<file path="config.mk">
export PLATFORM = sky130hd
export DESIGN_NAME = prog_int_ctrl
export DESIGN_NICKNAME = d
export VERILOG_FILES = /design/src/rtl/vic_pkg.sv /design/src/rtl/vic_sync.sv /design/src/rtl/vic_prio.sv /design/src/rtl/vic_cfg.sv /design/src/rtl/vic_svc.sv /design/src/rtl/prog_int_ctrl.sv
export SDC_FILE = /design/constraint.sdc
export NUM_CORES = 1
export LEC_CHECK = 0
export BUFFER_PORTS_ARGS = -buffer_cell sky130_fd_sc_hd__buf_2
export CORE_ASPECT_RATIO = 1.1
export CORE_UTILIZATION = 57
export DETAILED_ROUTE_END_ITERATION = 16
export GPL_ROUTABILITY_DRIVEN = 0
export GPL_TIMING_DRIVEN = 0
export PLACE_DENSITY = 0.78
export SLEW_MARGIN = 10
export SYNTH_ARGS = -nofsm -noshare
export SYNTH_HDL_FRONTEND = slang
export SYNTH_SLANG_ARGS = --single-unit
</file>
<file path="constraint.sdc">
create_clock -name clk -period 2.7 [get_ports clk]
set_input_delay 0.135 -clock clk [delete_from_list [all_inputs] [get_ports clk]]
set_output_delay 0.135 -clock clk [all_outputs]
set_load 0.1 [all_outputs]
</file>
<file path="src/rtl/vic_pkg.sv">
package vic_pkg;

   typedef enum logic [2:0] {
      CFG_UNINIT,
      CFG_BASE,
      CFG_CASC,
      CFG_MODE,
      CFG_READY
   } cfg_state_e;

   typedef enum logic [1:0] {
      ACK_IDLE,
      ACK_FIRST,
      ACK_GAP,
      ACK_SECOND
   } ack_phase_e;

endpackage

</file>
<file path="src/rtl/vic_sync.sv">
module vic_sync #(
   parameter int unsigned WIDTH  = 8,
   parameter int unsigned STAGES = 2
) (
   input  logic             clk,
   input  logic             rst_n,
   input  logic [WIDTH-1:0] d,
   output logic [WIDTH-1:0] q
);

   logic [STAGES-1:0][WIDTH-1:0] chain;

   if (STAGES < 2) begin : g_bad_stages
      $error("vic_sync: STAGES must be at least 2");
   end

   always_ff @(posedge clk or negedge rst_n) begin
      if (!rst_n) begin
         chain <= '0;
      end else begin
         chain[0] <= d;
         for (int s = 1; s < STAGES; s++) begin
            chain[s] <= chain[s-1];
         end
      end
   end

   assign q = chain[STAGES-1];

endmodule

</file>
<file path="src/rtl/vic_prio.sv">
module vic_prio #(
   parameter int unsigned WIDTH = 8,
   localparam int unsigned IDX_W = (WIDTH > 1) ? $clog2(WIDTH) : 1
) (
   input  logic [WIDTH-1:0] bits,
   output logic             valid,
   output logic [IDX_W-1:0] idx
);

   always_comb begin
      idx = '0;
      for (int i = WIDTH - 1; i >= 0; i--) begin
         if (bits[i]) begin
            idx = IDX_W'(i);
         end
      end
   end

   assign valid = |bits;

endmodule

</file>
<file path="src/rtl/vic_cfg.sv">
module vic_cfg
   import vic_pkg::*;
#(
   parameter int unsigned DATA_W   = 8,
   parameter int unsigned N_LINES  = 8,
   parameter int unsigned INIT_BIT = 4,
   parameter logic [DATA_W-1:0] EOI_CODE = DATA_W'(8'h20)
) (
   input  logic               clk,
   input  logic               rst_n,
   input  logic               wr_cmd,
   input  logic               wr_data,
   input  logic [DATA_W-1:0]  wdata,
   output logic               ready,
   output logic [DATA_W-1:0]  base,
   output logic [DATA_W-1:0]  casc,
   output logic [N_LINES-1:0] mask,
   output logic               fast_vec,
   output logic               eoi,
   output logic               restart
);

   cfg_state_e state;
   logic       need_mode;

   if (INIT_BIT >= DATA_W) begin : g_bad_init_bit
      $error("vic_cfg: INIT_BIT outside the data width");
   end
   if (N_LINES > DATA_W) begin : g_bad_lines
      $error("vic_cfg: mask wider than the data port");
   end

   assign restart = wr_cmd && wdata[INIT_BIT];
   assign eoi     = wr_cmd && !wdata[INIT_BIT] && (wdata == EOI_CODE) && ready;
   assign ready   = (state == CFG_READY);

   always_ff @(posedge clk or negedge rst_n) begin
      if (!rst_n) begin
         state     <= CFG_UNINIT;
         need_mode <= 1'b0;
         base      <= '0;
         casc      <= '0;
         mask      <= '1;
         fast_vec  <= 1'b0;
      end else if (restart) begin
         state     <= CFG_BASE;
         need_mode <= wdata[0];
         fast_vec  <= 1'b0;
         mask      <= '1;
      end else if (wr_data) begin
         case (state)
            CFG_BASE: begin
               base  <= wdata;
               state <= CFG_CASC;
            end
            CFG_CASC: begin
               casc  <= wdata;
               state <= need_mode ? CFG_MODE : CFG_READY;
            end
            CFG_MODE: begin
               fast_vec <= wdata[0];
               state    <= CFG_READY;
            end
            CFG_READY: begin
               mask <= wdata[N_LINES-1:0];
            end
            default: begin
               state <= state;
            end
         endcase
      end
   end

   // configuration completes only on a data-port write
   a_r2_ready_after_data : assert property (@(posedge clk) disable iff (!rst_n)
      (ready && !$past(ready)) |-> $past(wr_data));

endmodule

</file>
<file path="src/rtl/vic_svc.sv">
module vic_svc
   import vic_pkg::*;
#(
   parameter int unsigned N_LINES = 8,
   localparam int unsigned IDX_W = (N_LINES > 1) ? $clog2(N_LINES) : 1
) (
   input  logic               clk,
   input  logic               rst_n,
   input  logic               ready,
   input  logic [N_LINES-1:0] pend,
   input  logic               ack,
   input  logic               eoi,
   input  logic               restart,
   output logic               int_req,
   output logic               drive,
   output logic [IDX_W-1:0]   line
);

   ack_phase_e         phase;
   logic [N_LINES-1:0] isr;
   logic [N_LINES-1:0] isr_nxt;
   logic [N_LINES-1:0] allow;
   logic [N_LINES-1:0] cand;
   logic               cand_v;
   logic [IDX_W-1:0]   cand_idx;
   logic               top_v;
   logic [IDX_W-1:0]   top_idx;
   logic               grab;
   logic               grant_ok;

   // a line may be granted only if no line of equal or higher priority is in service
   for (genvar i = 0; i < N_LINES; i++) begin : g_allow
      assign allow[i] = ~|isr[i:0];
   end

   assign cand = pend & allow;

   vic_prio #(.WIDTH(N_LINES)) u_cand (
      .bits  (cand),
      .valid (cand_v),
      .idx   (cand_idx)
   );

   vic_prio #(.WIDTH(N_LINES)) u_top (
      .bits  (isr),
      .valid (top_v),
      .idx   (top_idx)
   );

   assign grant_ok = cand_v && ready;
   assign grab     = (phase == ACK_IDLE) && ack;
   assign int_req  = grant_ok && (phase == ACK_IDLE);
   assign drive    = ack && ((phase == ACK_GAP) || (phase == ACK_SECOND));

   always_comb begin
      isr_nxt = isr;
      if (restart) begin
         isr_nxt = '0;
      end else begin
         if (eoi && top_v) begin
            isr_nxt[top_idx] = 1'b0;
         end
         if (grab && grant_ok) begin
            isr_nxt[cand_idx] = 1'b1;
         end
      end
   end

   always_ff @(posedge clk or negedge rst_n) begin
      if (!rst_n) begin
         phase <= ACK_IDLE;
         isr   <= '0;
         line  <= '0;
      end else begin
         isr <= isr_nxt;
         case (phase)
            ACK_IDLE: begin
               if (ack) begin
                  phase <= ACK_FIRST;
                  line  <= grant_ok ? cand_idx : IDX_W'(N_LINES - 1);
               end
            end
            ACK_FIRST:  if (!ack) phase <= ACK_GAP;
            ACK_GAP:    if (ack)  phase <= ACK_SECOND;
            ACK_SECOND: if (!ack) phase <= ACK_IDLE;
            default:    phase <= ACK_IDLE;
         endcase
      end
   end

   // an end-of-interrupt retires exactly one in-service line
   a_r7_eoi_retires_one : assert property (@(posedge clk) disable iff (!rst_n)
      (eoi && top_v && !restart && !(grab && grant_ok))
      |=> ($countones(isr) + 1 == $countones($past(isr))));

   // restart leaves nothing in service
   a_r12_restart_clears : assert property (@(posedge clk) disable iff (!rst_n)
      restart |=> (isr == '0));

endmodule

</file>
<file path="src/rtl/prog_int_ctrl.sv">
module prog_int_ctrl #(
   parameter int unsigned N_LINES     = 8,
   parameter int unsigned DATA_W      = 8,
   parameter int unsigned SYNC_STAGES = 2,
   parameter int unsigned INIT_BIT    = 4,
   parameter logic [DATA_W-1:0] EOI_CODE = DATA_W'(8'h20)
) (
   input  logic               clk,
   input  logic               rst_n,
   input  logic               cs,
   input  logic               port_sel,
   input  logic               wr_en,
   input  logic               rd_en,
   input  logic [DATA_W-1:0]  wdata,
   output logic [DATA_W-1:0]  rdata,
   output logic               rdata_oe,
   input  logic [N_LINES-1:0] irq_in,
   input  logic               ack,
   output logic               int_req
);

   localparam int unsigned IDX_W = (N_LINES > 1) ? $clog2(N_LINES) : 1;

   if (N_LINES < 2 || N_LINES > DATA_W) begin : g_bad_lines
      $error("prog_int_ctrl: N_LINES must lie between 2 and DATA_W");
   end

   logic               wr_cmd;
   logic               wr_data;
   logic               rd;
   logic [N_LINES-1:0] req_s;
   logic               ready;
   logic [DATA_W-1:0]  base;
   logic [DATA_W-1:0]  casc;
   logic [N_LINES-1:0] mask;
   logic               fast_vec;
   logic               eoi;
   logic               restart;
   logic               drive;
   logic               drive_out;
   logic [IDX_W-1:0]   line;

   assign wr_cmd  = cs && wr_en && !port_sel;
   assign wr_data = cs && wr_en && port_sel;
   assign rd      = cs && rd_en;

   vic_sync #(.WIDTH(N_LINES), .STAGES(SYNC_STAGES)) u_sync (
      .clk   (clk),
      .rst_n (rst_n),
      .d     (irq_in),
      .q     (req_s)
   );

   vic_cfg #(
      .DATA_W   (DATA_W),
      .N_LINES  (N_LINES),
      .INIT_BIT (INIT_BIT),
      .EOI_CODE (EOI_CODE)
   ) u_cfg (
      .clk      (clk),
      .rst_n    (rst_n),
      .wr_cmd   (wr_cmd),
      .wr_data  (wr_data),
      .wdata    (wdata),
      .ready    (ready),
      .base     (base),
      .casc     (casc),
      .mask     (mask),
      .fast_vec (fast_vec),
      .eoi      (eoi),
      .restart  (restart)
   );

   vic_svc #(.N_LINES(N_LINES)) u_svc (
      .clk     (clk),
      .rst_n   (rst_n),
      .ready   (ready),
      .pend    (req_s & ~mask),
      .ack     (ack),
      .eoi     (eoi),
      .restart (restart),
      .int_req (int_req),
      .drive   (drive),
      .line    (line)
   );

   assign drive_out = drive && fast_vec;
   assign rdata_oe  = drive_out || rd;

   always_comb begin
      if (drive_out) begin
         rdata = base + DATA_W'(line);
      end else if (rd) begin
         rdata = port_sel ? DATA_W'(mask) : casc;
      end else begin
         rdata = '0;
      end
   end

   // no request leaves the block before configuration
   a_r1_no_req_unconfigured : assert property (@(posedge clk) disable iff (!rst_n)
      !ready |-> !int_req);

   // a request always has an unmasked synchronized line behind it
   a_r4_req_needs_unmasked : assert property (@(posedge clk) disable iff (!rst_n)
      int_req |-> |(req_s & ~mask));

   // the bus is enabled only for reads or acknowledge
   a_r11_bus_enable : assert property (@(posedge clk) disable iff (!rst_n)
      rdata_oe |-> (rd || ack));

endmodule

</file>
* Yosys cells after proc, flatten, opt, wreduce, memory -nomap -nowiden
Index checks and enable logic that the tools add are counted.
** Cells by class
- $add $sub $neg :: 1
- $lt $le $gt $ge :: 4
- Eq/ne operators :: 12
- Mux-type cells :: 43
- Bitwise operators :: 7
- Reduce and logical (&&, ||, !) cells :: 49
** Operators by type and width (number)
- 8-bit 2-to-1 mux :: 10
- 3-bit 2-to-1 mux :: 20
- 8-bit bitwise AND :: 3
- 1-bit logical AND :: 17
- 8-bit NOT :: 2
- 8-bit OR reduction :: 2
- 1-bit zero test :: 10
- 3-bit case mux with 3 select lines :: 1
- 8-bit by 3-bit adder with 8-bit output :: 1
- 8-bit by 6-bit equality test with 1-bit output (second input constant) :: 1
- 3-bit by 4-bit < comparator with 1-bit output (second input constant) :: 2
- 2-bit 2-to-1 mux :: 4
- 2-bit inequality test (second input constant) :: 4
- 8-bit OR :: 1
- 2-bit case mux with 4 select lines :: 1
- 2-bit AND reduction :: 4
- 7-bit OR reduction :: 1
- 1-bit demux with 3-bit select :: 2
- 3-bit by 2-bit equality test with 1-bit output (second input constant) :: 2
- 3-bit by 1-bit >= comparator with 1-bit output (second input constant) :: 2
- 3-bit AND reduction :: 2
- 2-bit nonzero test :: 3
- 6-bit OR reduction :: 1
- 1-bit 2-to-1 mux :: 5
- other kinds (13) :: 15
** Word-level totals
- Register bits after elaboration :: 58
- Input bits :: 23
- Output and inout bits :: 10
- Word-level logic and storage cells :: 127

* Longest topological paths before layout
Gate-level depths: netlist of run 1.
- Depth in word-level cells :: 19
- Depth in mapped cells :: 7
- Mapped depth without buffers :: 7

* Modules after synthesis
Synthesis of run 1 repeated with hierarchy kept, for this count alone.
** Unflattened totals
- Cell total of the unflattened synthesis :: 270
- Area total of the unflattened synthesis :: 3021.6 um^2
** Modules (own cells, without submodules)
- vic_cfg :: instances 1, cells each 91, area each 1249.9 um^2, sequential area each 735.7 um^2
- vic_svc :: instances 1, cells each 73, area each 749.5 um^2, sequential area each 325.3 um^2
- vic_sync :: instances 1, cells each 24, area each 460.4 um^2, sequential area each 400.4 um^2
- prog_int_ctrl :: instances 1, cells each 56, area each 399.1 um^2, sequential area each 0.0 um^2
- vic_prio :: instances 2, cells each 13, area each 81.3 um^2, sequential area each 0.0 um^2

* Least setup slack after synthesis of run 1
OpenSTA, ideal clock, no wires.
- Kind :: flip-flop to output port
- From :: reg u_svc.isr[1]
- To :: out int_req
- Data arrival time :: 3.004 ns
- Data required time :: 2.565 ns
- Path slack :: -0.439 ns
- Stages on the path, launching flop included :: 7
- Path buffers :: 2
- Cell sequence :: dfrtp_1 > buf_6 > or4_1 > buf_2 > nor3b_1 > nor3_1 > a21oi_1
** On the way
- Cells in the longest elaborated chain, start to end :: 6
- Elaborated cells on any way between the ends :: 18
- Those cells by class :: bitwise (1); reduce/logical (17)
** RTL lines
- start: declaration :: RTL line vic_svc.sv:20 : logic [N_LINES-1:0] isr;
- start signal: assignment :: RTL line vic_svc.sv:75 : isr <= isr_nxt;
- 8-bit OR reduction, or another cell as far along :: RTL line vic_svc.sv:33 : assign allow[i] = ~|isr[i:0];
- 1-bit zero test :: RTL line vic_svc.sv:33
- 8-bit bitwise AND * :: RTL line vic_svc.sv:36 : assign cand = pend & allow;
- 8-bit OR reduction * :: RTL line vic_prio.sv:19 : assign valid = |bits;
- 1-bit logical AND * :: RTL line vic_svc.sv:50 : assign grant_ok = cand_v && ready;
- 1-bit logical AND * :: RTL line vic_svc.sv:52 : assign int_req = grant_ok && (phase == ACK_IDLE);
- end: declaration :: RTL line prog_int_ctrl.sv:19 : output logic int_req
Mark *: on every way between the ends. The rest lies on a longest branch, timed or not.

* Final worst setup path of run 1
- From :: reg u_svc.phase[0]
- To :: out rdata[6]
** On the way
- Cells in the longest elaborated chain, start to end :: 5
- Elaborated cells on any way between the ends :: 6
- Those cells by class :: eq/ne (2); mux (1); reduce/logical (3)
** RTL lines
- start: declaration :: RTL line vic_svc.sv:19 : ack_phase_e phase;
- start signal: assignment :: RTL line vic_svc.sv:71 : phase <= ACK_IDLE;
- start signal: assignment :: RTL line vic_svc.sv:79 : phase <= ACK_FIRST;
- start signal: assignment :: RTL line vic_svc.sv:83 : ACK_FIRST: if (!ack) phase <= ACK_GAP;
- 2-bit equality test :: RTL line vic_svc.sv:53 : assign drive = ack && ((phase == ACK_GAP) || (phase == ACK_SECOND));
- 1-bit logical OR * :: RTL line vic_svc.sv:53
- 1-bit logical AND * :: RTL line vic_svc.sv:53
- 1-bit logical AND * :: RTL line prog_int_ctrl.sv:87 : assign drive_out = drive && fast_vec;
- 8-bit 2-to-1 mux * :: RTL line prog_int_ctrl.sv:91 : if (drive_out) begin
- end: declaration :: RTL line prog_int_ctrl.sv:15 : output logic [DATA_W-1:0] rdata,
Marked as above.

==> results.md, run 1 <==
STA:
- The minimum setup slack in the final design is 0.143 ns.
- The worst slew margin relative to its limit is 0.328.
- For the final database, setup skew stands at 0.0128 ns.
- The final worst hold slack is 0.0666 ns.
- The fraction of the cycle the final worst path needs is 0.947.
- The post-route setup TNS is 0 ns.
- The count of endpoints failing setup in the final report is 0.
- The total count of hold-check failures in the final report is 0.
- The max-slew violation count came to 0.
- The worst path needs approximately 2.6 ns of the cycle, external delays included.
- The transition at the pin with the smallest max-transition slack is ~1 ns.
- Setup repair after global routing left no endpoint under its margin.
- The maximum clock frequency is 391 MHz.

Final layout:
- Summing all multi-input logic gate instances after layout gives 1330 um^2.
- The number of antenna diodes in the final layout is 0.
- The area growth from synthesis to layout is 18.9%.
- The fraction of final layout cells with drive strength greater than 1 is 0.279.
- Across the whole layout, storage elements account for around 1500 um^2.
- The post-layout net count is around 340.
- The number of fillers in the final layout is ~370.
- Once layout is complete, the utilization of the core stands at 0.718.

Run status:
- The run finished with clean final reports.

Die:
- In this run the vertical extent of the chip is approximately 76 um.
- The floorplan has 26 rows.
- 33 I/O pins were placed.
- The die covers roughly 5300 um^2.
- The die is slightly below 70 um wide.
- After floorplanning, the core was sized to cover 4750 um^2.
- The effective utilization at floorplan is 0.604.

Place:
- The number of buffer cells added on primary ports is 31.
- The HPWL after detailed placement is between 4000 and 5000 um.
- At the placement stage, the worst setup path has a slack of -0.171 ns.

Clock tree:
- Counting every sink on the clock net gives a little under 60.
- The H-tree was split into 3 levels.
- The clock latency on the worst-skew pair is ~0.33 ns.
- TritonCTS built the clock tree.
- The buffer levels on the longest clock path is 2.
- The clock-pin transition on the worst setup and hold timing paths is about 0.070 ns.
- The clock root buffer is clkbuf_8.
- Buffers inserted during clock tree synthesis total 9.

Setup path:
- The worst register-to-register path has a setup slack of about 0.51 ns.
- The launch point of the worst reg-to-reg path is u_svc.isr[1].
- The start point of the critical path is u_svc.phase[0].
- The maximum fanout along the worst path is 8.
- The signal on the critical path passes through inv_1, ha_1, o211ai_1, nand3_1, o22ai_1, buf_2.
- The last element of the critical path is rdata[6].
- The kind of cell adding the most delay to the critical path is buffers and inverters.
- The worst setup path is launched from a flop.
- The peak per-stage delay on the critical path is about 0.46 ns.
- The worst-path cell with the longest stage delay is buf_2.
- The number of buffers and inverters on the critical path is 2.
- In this run the critical register-to-register path is captured at u_svc.isr[2].
- For the worst setup path, the data arrival time is about 2.4 ns.
- The path depth of the worst reg2reg path is 7.
- STA classifies the critical path endpoint as an output pin.
- The critical path start-end classification is reg -> out.
- At the worst endpoint, the required time is 2.57 ns.
- The number of cells on the critical path is 6.

Detailed routing:
- For this run, the detailed router's first-pass iteration total came to 4.
- Summed over all layers, the routed wires come to about 6400 um.
- The overall via count from detail_route is roughly 2,300.
- Dividing the detail-routed wire length by the instance count gives 17.4 um.
- After detailed routing, the number of remaining DRC violations is 0.
- The detailed-route vias per instance is 6.09.
- The count of antenna-violating nets left after detailed routing is 0.
- The violation count after the first detailed-route iteration is roughly 140.

Logic synthesis:
- The mean instance size in the synthesized netlist is 11.1 um^2.
- The total of flip-flops plus latches after synthesis is 58.
- After synthesis, the share of flip-flops with an asynchronous set or reset is 1.00.
- During synthesis, Yosys emitted a total of 0 warnings.
- Among all flip-flop cells after synthesis, the most frequent one is dfrtp_1.
- The number of distinct library cells after synthesis is 54.
- The synthesized instance count is ~260.
- The mapped netlist covers between 2000 and 3000 um^2.
- The synthesized design contains 0 enable-type register cells.
- Synthesis produced a netlist with a net count of 290.
- The proportion of synthesized chip area in sequential cells is 0.510.

Pwr:
- The power density over cell area is roughly 960 nW/um^2.
- In this run the static leakage power is 0.00158 uW.
- Across the VDD grid, the largest voltage drop is approximately 600 uV.

Global routing:
- The aggregate global-route resource usage is 0.266.
- The global-route wire length before repair is between 10,000 and 15,000 um.
- The total global routing overflow is 0.
- The number of global-route vias before repair is 2,282.
- The number of antenna violations at the first check in global routing is 0.
- The pin count of the biggest net entering global routing is just under 60.

Run:
- Across the run, the number of max-cap violations was 0.

Hold path:
- The worst hold path belongs to the class in -> reg.
worst reg2reg max path: stages (launching register included):
cell and delay, ns:
dfrtp_1 0.37, buf_6 0.13, or4_1 0.45, buf_2 0.18, or2_4 0.26, nor3_2 0.18
o31ai_1 0.23, a32o_1 0.29
worst min path at each step:
stage,slack (ns),to,start,cells past startpoint
after global placement,0.24,u_sync.chain[3],irq_in[3],1
after CTS,0.06,u_cfg.mask[5],wdata[5],3
after detailed placement,0.24,u_sync.chain[4],irq_in[4],1
after floorplan,-0.16,u_cfg.base[0],rst_n,0
after global routing,0.09,u_cfg.mask[7],wdata[7],3
final,0.07,u_cfg.mask[5],wdata[5],3
power by group:
part	internal (uW)	total (uW)	switching, uW
clock network	431	751	320
logic	487	1190	706
registers	1130	1320	190
flip-flops by register name, summed over array words and instances, names as in the netlist:
| signal | cells |
|---|---|
| u_cfg.casc | 8 |
| u_cfg.base | 8 |
| u_sync.chain | 8 |
| u_cfg.mask | 8 |
| u_cfg.need_mode | 1 |
| u_svc.line | 3 |
| u_cfg.fast_vec | 1 |
| u_svc.isr | 8 |
| u_cfg.state | 3 |
| u_svc.phase | 2 |
| u_sync.q | 8 |
metal layers:
metal,up-vias,part of all wire,track usage
met3,14,0.048,0.0463
met4,0,0.020,0.132
li1,1045,-,-
met1,1121,0.43,0.361
met5,-,0,0
met2,79,0.50,0.416
cell usage after synthesis, types with 3 or more instances:
master / instances / area (um^2)
nor3_1: 6 / 30.0
dfrtp_1: 50 / 1250
nor3b_1: 4 / 30.0
xor2_1: 4 / 35.0
o21ai_0: 3 / 15.0
nand2b_1: 4 / 25.0
a21oi_1: 15 / 75.1
nor4_1: 3 / 18.8
clkbuf_1: 4 / 15.0
nand3_1: 7 / 35.0
dfstp_2: 8 / 210
or3b_2: 3 / 26.3
mux2_2: 17 / 191
nor4b_1: 3 / 26.3
nand2_1: 24 / 90.1
nor2_1: 13 / 48.8
o31ai_1: 4 / 30.0
ha_1: 8 / 100
o211ai_1: 3 / 22.5
o22ai_1: 11 / 68.8
mux2i_1: 16 / 160
inv_1: 12 / 45.0
per-stage QoR:
stage          cell area [um^2]  total power, uW  std cells
2_1_floorplan              2870             2210        258
3_3_place_gp               3100             2440        345
3_5_place_dp               3100             2480        345
4_1_cts                    3380             3260        370
5_1_grt                    3410             3470        371
6_report                   3410             3260        371
kinds of logic (layout without fill, tap and decap cells):
family	Yosys count	after routing	share of synthesized area
flip-flops	58	58	0.510
multiplexers	33	33	0.123
XOR/XNOR	6	6	0.0183
buffers and inverters	19	76	0.0305
AO/OA/AOI/OAI	53	53	0.124
adder cells (fa/ha/maj)	9	9	0.0419
AND/OR/NAND/NOR	80	80	0.152
cell type report:
cell class / count / share of cell area
timing repair buffer: 41 / 0.0793
tap: 56 / 0.0206
sequential: 58 / 0.429
multi-input combinational: 181 / 0.389
clock inverter: 2 / 0.00294
inverter: 12 / 0.0132
buffer: 7 / 0.0125
clock buffer: 14 / 0.0536
cells in the final DEF, fill, tap and decap left out, types with 4 or more instances in the layout:
cell           count
mux2_2            17
nand2b_1           4
nor3_1             6
mux2i_1           16
nand2_1           24
dfrtp_1           50
dfstp_2            8
inv_1             12
nand3_1            7
clkbuf_1           5
buf_2             25
a21oi_1           14
xor2_1             4
nor2_1            13
clkbuf_8          13
ha_1               8
clkbuf_4           5
o22ai_1           11
dlygate4sd3_1      9
o31ai_1            4
what timing repair did:
action / in CTS / in global routing
hold endpoints to repair: 8 / 50
resized for setup: 1 / 6
buffers inserted: 1 / 0
pin swaps: 1 / 0
endpoints found under the setup margin: 9 / 6
hold buffers: 8 / 1
(Power assumes the default switching activity.)
==> run 2, diff against run 1 <==
--- a/config.mk
+++ b/config.mk
@@ -7,11 +7,11 @@
 export LEC_CHECK = 0
 export BUFFER_PORTS_ARGS = -buffer_cell sky130_fd_sc_hd__buf_2
 export CORE_ASPECT_RATIO = 1.1
-export CORE_UTILIZATION = 57
+export CORE_UTILIZATION = 25
 export DETAILED_ROUTE_END_ITERATION = 16
 export GPL_ROUTABILITY_DRIVEN = 0
 export GPL_TIMING_DRIVEN = 0
-export PLACE_DENSITY = 0.78
+export REMOVE_ABC_BUFFERS = 1
 export SLEW_MARGIN = 10
 export SYNTH_ARGS = -nofsm -noshare
 export SYNTH_HDL_FRONTEND = slang
==> run 2 against run 1 <==
  * Maximum frequency grew 0.52%
  * Sequential power about the same
  * Utilization is 39 points lower
  * Sequential share of layout area shrank 2.9 points
  * Setup slack improved by 0.013 ns
  * Register-to-register slack worse by 0.04 ns
  * Global-route usage shrank 14 points
  * Final area rose by 7.3%
  * Flip-flop and latch count is the same
  * Clock skew is 0.0085 ns lower
  * Worst hold slack better by 0.021 ns
  * Power is 18% higher
==> results.md, run 2 (same netlist as run 1, synthesis figures left out) <==
Run status:
- The run finished with clean final reports.

Setup path:
- The kind of capture point of the worst setup path is an output pin.
- Among cell families on the critical path, the largest total delay comes from buffers and inverters.
- The number of buffers and inverters on the critical path is 3 (+1).
- The worst-path cell with the longest stage delay is buf_2.
- The arrival time reported for the critical path endpoint is 2.41 ns (about the same).
- The maximum fanout along the worst path came to 8 (unchanged).
- The worst setup path is launched from a flop.
- The peak per-stage delay on the critical path came to 0.46 ns (about the same).
- The required time of the critical path is 2.57 ns (about the same).
- Walking the worst path, the cells encountered are inv_1, ha_1, o211ai_1, buf_4, nand3_1, o22ai_1, buf_2.
- The critical path is of the reg -> out type.

Clock tree:
- The clock latency on the worst-skew pair is 0.32 ns (about the same).
- The deepest level of the CTS H-tree was 3 (unchanged).
- The number of buffers added by the clock tree synthesis step is 9 (unchanged).
- The clock-pin transition on the worst setup and hold timing paths was 0.05 ns (-0.02 ns).
- The clock sink count is 58 (unchanged).
- The TritonCTS clock tree is built.
- The buffer levels on the longest clock path is 2 (unchanged).
- Clock tree synthesis selected as its root buffer the cell clkbuf_16.

Final layout:
- Relative to the synthesized area, the layout overhead comes to 27.5%.
- The total area of sequential cells was 1460 um^2 (unchanged).
- The footprint of the multi-input gates is 1330 um^2 (+0.47%).
- The antenna cell count is 0 (unchanged).
- The library cell used most frequently in the layout, excluding fill and tap cells, is dfrtp_1.
- In the layout the commonest cells are dfrtp_1 (50), buf_2 (28), nand2_1 (24).
- The post-layout net count is 337 (-1.5%).
- The fraction of final layout cells with drive strength greater than 1 is 0.281 (+0.00128).
- The number of fillers in the final layout is 1,110 (+200%).

Die:
- The y dimension of the die came to 114 um (+50%).
- The row count came to 40 (+54%).
- The effective utilization at floorplan is 0.259 (-0.344).
- The die boundary width came to 104 um (+50%).
- The I/O pin count is 33 (unchanged).
- The placeable core area is 11,100 um^2 (+130%).
- The area of the die is 11,900 um^2 (+120%).

STA:
- The max-slew violation count is 0 (unchanged).
- The count of endpoints failing setup in the final report came to 0 (unchanged).
- The total count of hold-check failures in the final report is 0 (unchanged).
- The worst slew margin relative to its limit came to 0.395 (+0.0669).
- The fraction of the cycle the final worst path needs is 0.942 (-0.00488).
- The maximum clock frequency is 393 MHz (+0.52%).
- The post-route setup TNS came to 0 ns (unchanged).
- The final period demand of the worst path is 2.54 ns (-0.0132 ns).
- The transition at the pin with the smallest max-transition slack came to 0.900 ns (-0.106 ns).
- The final worst hold slack is 0.0877 ns (+0.0211 ns).
- Setup repair after global routing left no endpoint under its margin.
- The setup skew after layout came to 0.00431 ns (-0.00847 ns).

Global routing:
- The global routing usage on met2 was 0.206 (-0.210).
- The aggregate global-route resource usage is 0.127 (-0.140).
- The global routing met1 resource utilization was 0.150 (-0.210).
- The global routing met3 resource utilization was 0.0250 (-0.0213).
- The number of antenna violations at the first check in global routing is 0 (unchanged).
- The total global routing overflow is 0 (unchanged).
- After global routing, the most crowded layer is met2.
- The number of global-route vias before repair is 2,228 (-2.4%).
- The pin count of the biggest net entering global routing is 59 (unchanged).
- The global-route wire length before repair is 11,400 um (+4.8%).

Pwr:
- The worst vdd rail ir drop is 365 uV (-39%).
- The power density over cell area is 1050 nW/um^2 (+9.6%).
- The static power due to leakage came to 0.00164 uW (+3.4%).

Detailed routing:
- The violation count after the first detailed-route iteration came to 93 (-32%).
- The length of the first detailed-routing pass in iterations is 4 (unchanged).
- The count of antenna-violating nets left after detailed routing is 0 (unchanged).
- The total routed wirelength is 6930 um (+7.6%).
- The post-route DRC violation count is 0 (unchanged).
- The detail-routed net length per standard cell is 15.2 um (-13%).
- The detailed-route vias per instance is 4.76 (-22%).
- The overall via count from detail_route came to 2,174 (-3.8%).

Hold path:
- The tightest min-delay check is of the in -> reg type.

Place:
- The HPWL after detailed placement came to 4860 um (+10%).
- The number of buffer cells added on primary ports is 32 (+3.2%).

Run:
- The count of max-cap constraint violations is 0 (unchanged).
==> run 2: changes by cell type in the layout (fill, tap and decap cells not counted), sizes merged <==
| cell | change |
|---|---|
| clkinvlp | +1 |
| clkinv | -2 |
| buf | +2 |
| bufinv | +3 |
| clkbuf | -9 |
==> run 2: layout make-up <==
type / count / share of cell area
inverters: 12 / 0.0123
clock buffers: 12 / 0.0702
clock inverters: 4 / 0.0267
multi-input cells: 181 / 0.364
repair buffers: 43 / 0.0763
flip-flops and latches: 58 / 0.400
well taps: 147 / 0.0503
==> run 2: where the power goes <==
| part | switching (uW) | internal [uW] | total, uW |
|---|---|---|---|
| Clock | 386 | 951 | 1340 |
| Sequential | 211 | 1130 | 1340 |
| Combinational | 676 | 481 | 1160 |
==> run 2: timing repair <==
item	CTS	global route
setup endpoints to repair	9	3
endpoints found under the hold margin	58	0
gates resized for setup	2	5
gates cloned	0	0
buffers inserted	2	0
pin swaps	1	0
hold buffers	9	0
==> run 2: metal layers <==
metal | wire length, um | vias up | part of all wire
met5 | 0 | - | 0
met4 | 285 | 0 | 0.041
met3 | 156 | 18 | 0.023
met2 | 3350 | 31 | 0.48
met1 | 3140 | 1090 | 0.45
li1 | - | 1035 | -
==> run 2: worst register-to-register path, cell delays in order (launching register included) <==
cell,delay [ns]
dfrtp_1,0.49
or4_4,0.62
or2_4,0.28
nor3_2,0.21
o31ai_1,0.24
a32o_1,0.29
==> run 2: final timing paths <==
kind                                 startpoint            end  slack (ns)  cells past startpoint
worst max-delay path             u_svc.phase[0]       rdata[2]        0.16                      7
worst min-delay path                   wdata[5]  u_cfg.mask[5]        0.09                      3
worst max register to register     u_svc.isr[0]   u_svc.isr[2]        0.47                      5
worst min register to register  u_sync.chain[7]    u_sync.q[7]        0.35                      0
max in group asynchronous                 rst_n  u_cfg.base[1]        1.79                      2
min in group asynchronous                 rst_n   u_svc.isr[7]        0.44                      2
==> run 2: metrics by stage <==
step	setup slack (ns)	util	power [uW]	instances	cell area, um^2
floorplan	-0.440	-	2190	251	2820
finish	0.156	0.331	3840	457	3660
CTS	0.0796	0.329	3860	457	3640
global placement	-0.234	0.286	2440	430	3170
detailed placement	-0.297	0.287	2490	430	3170
global route	0.0275	0.331	4060	457	3660
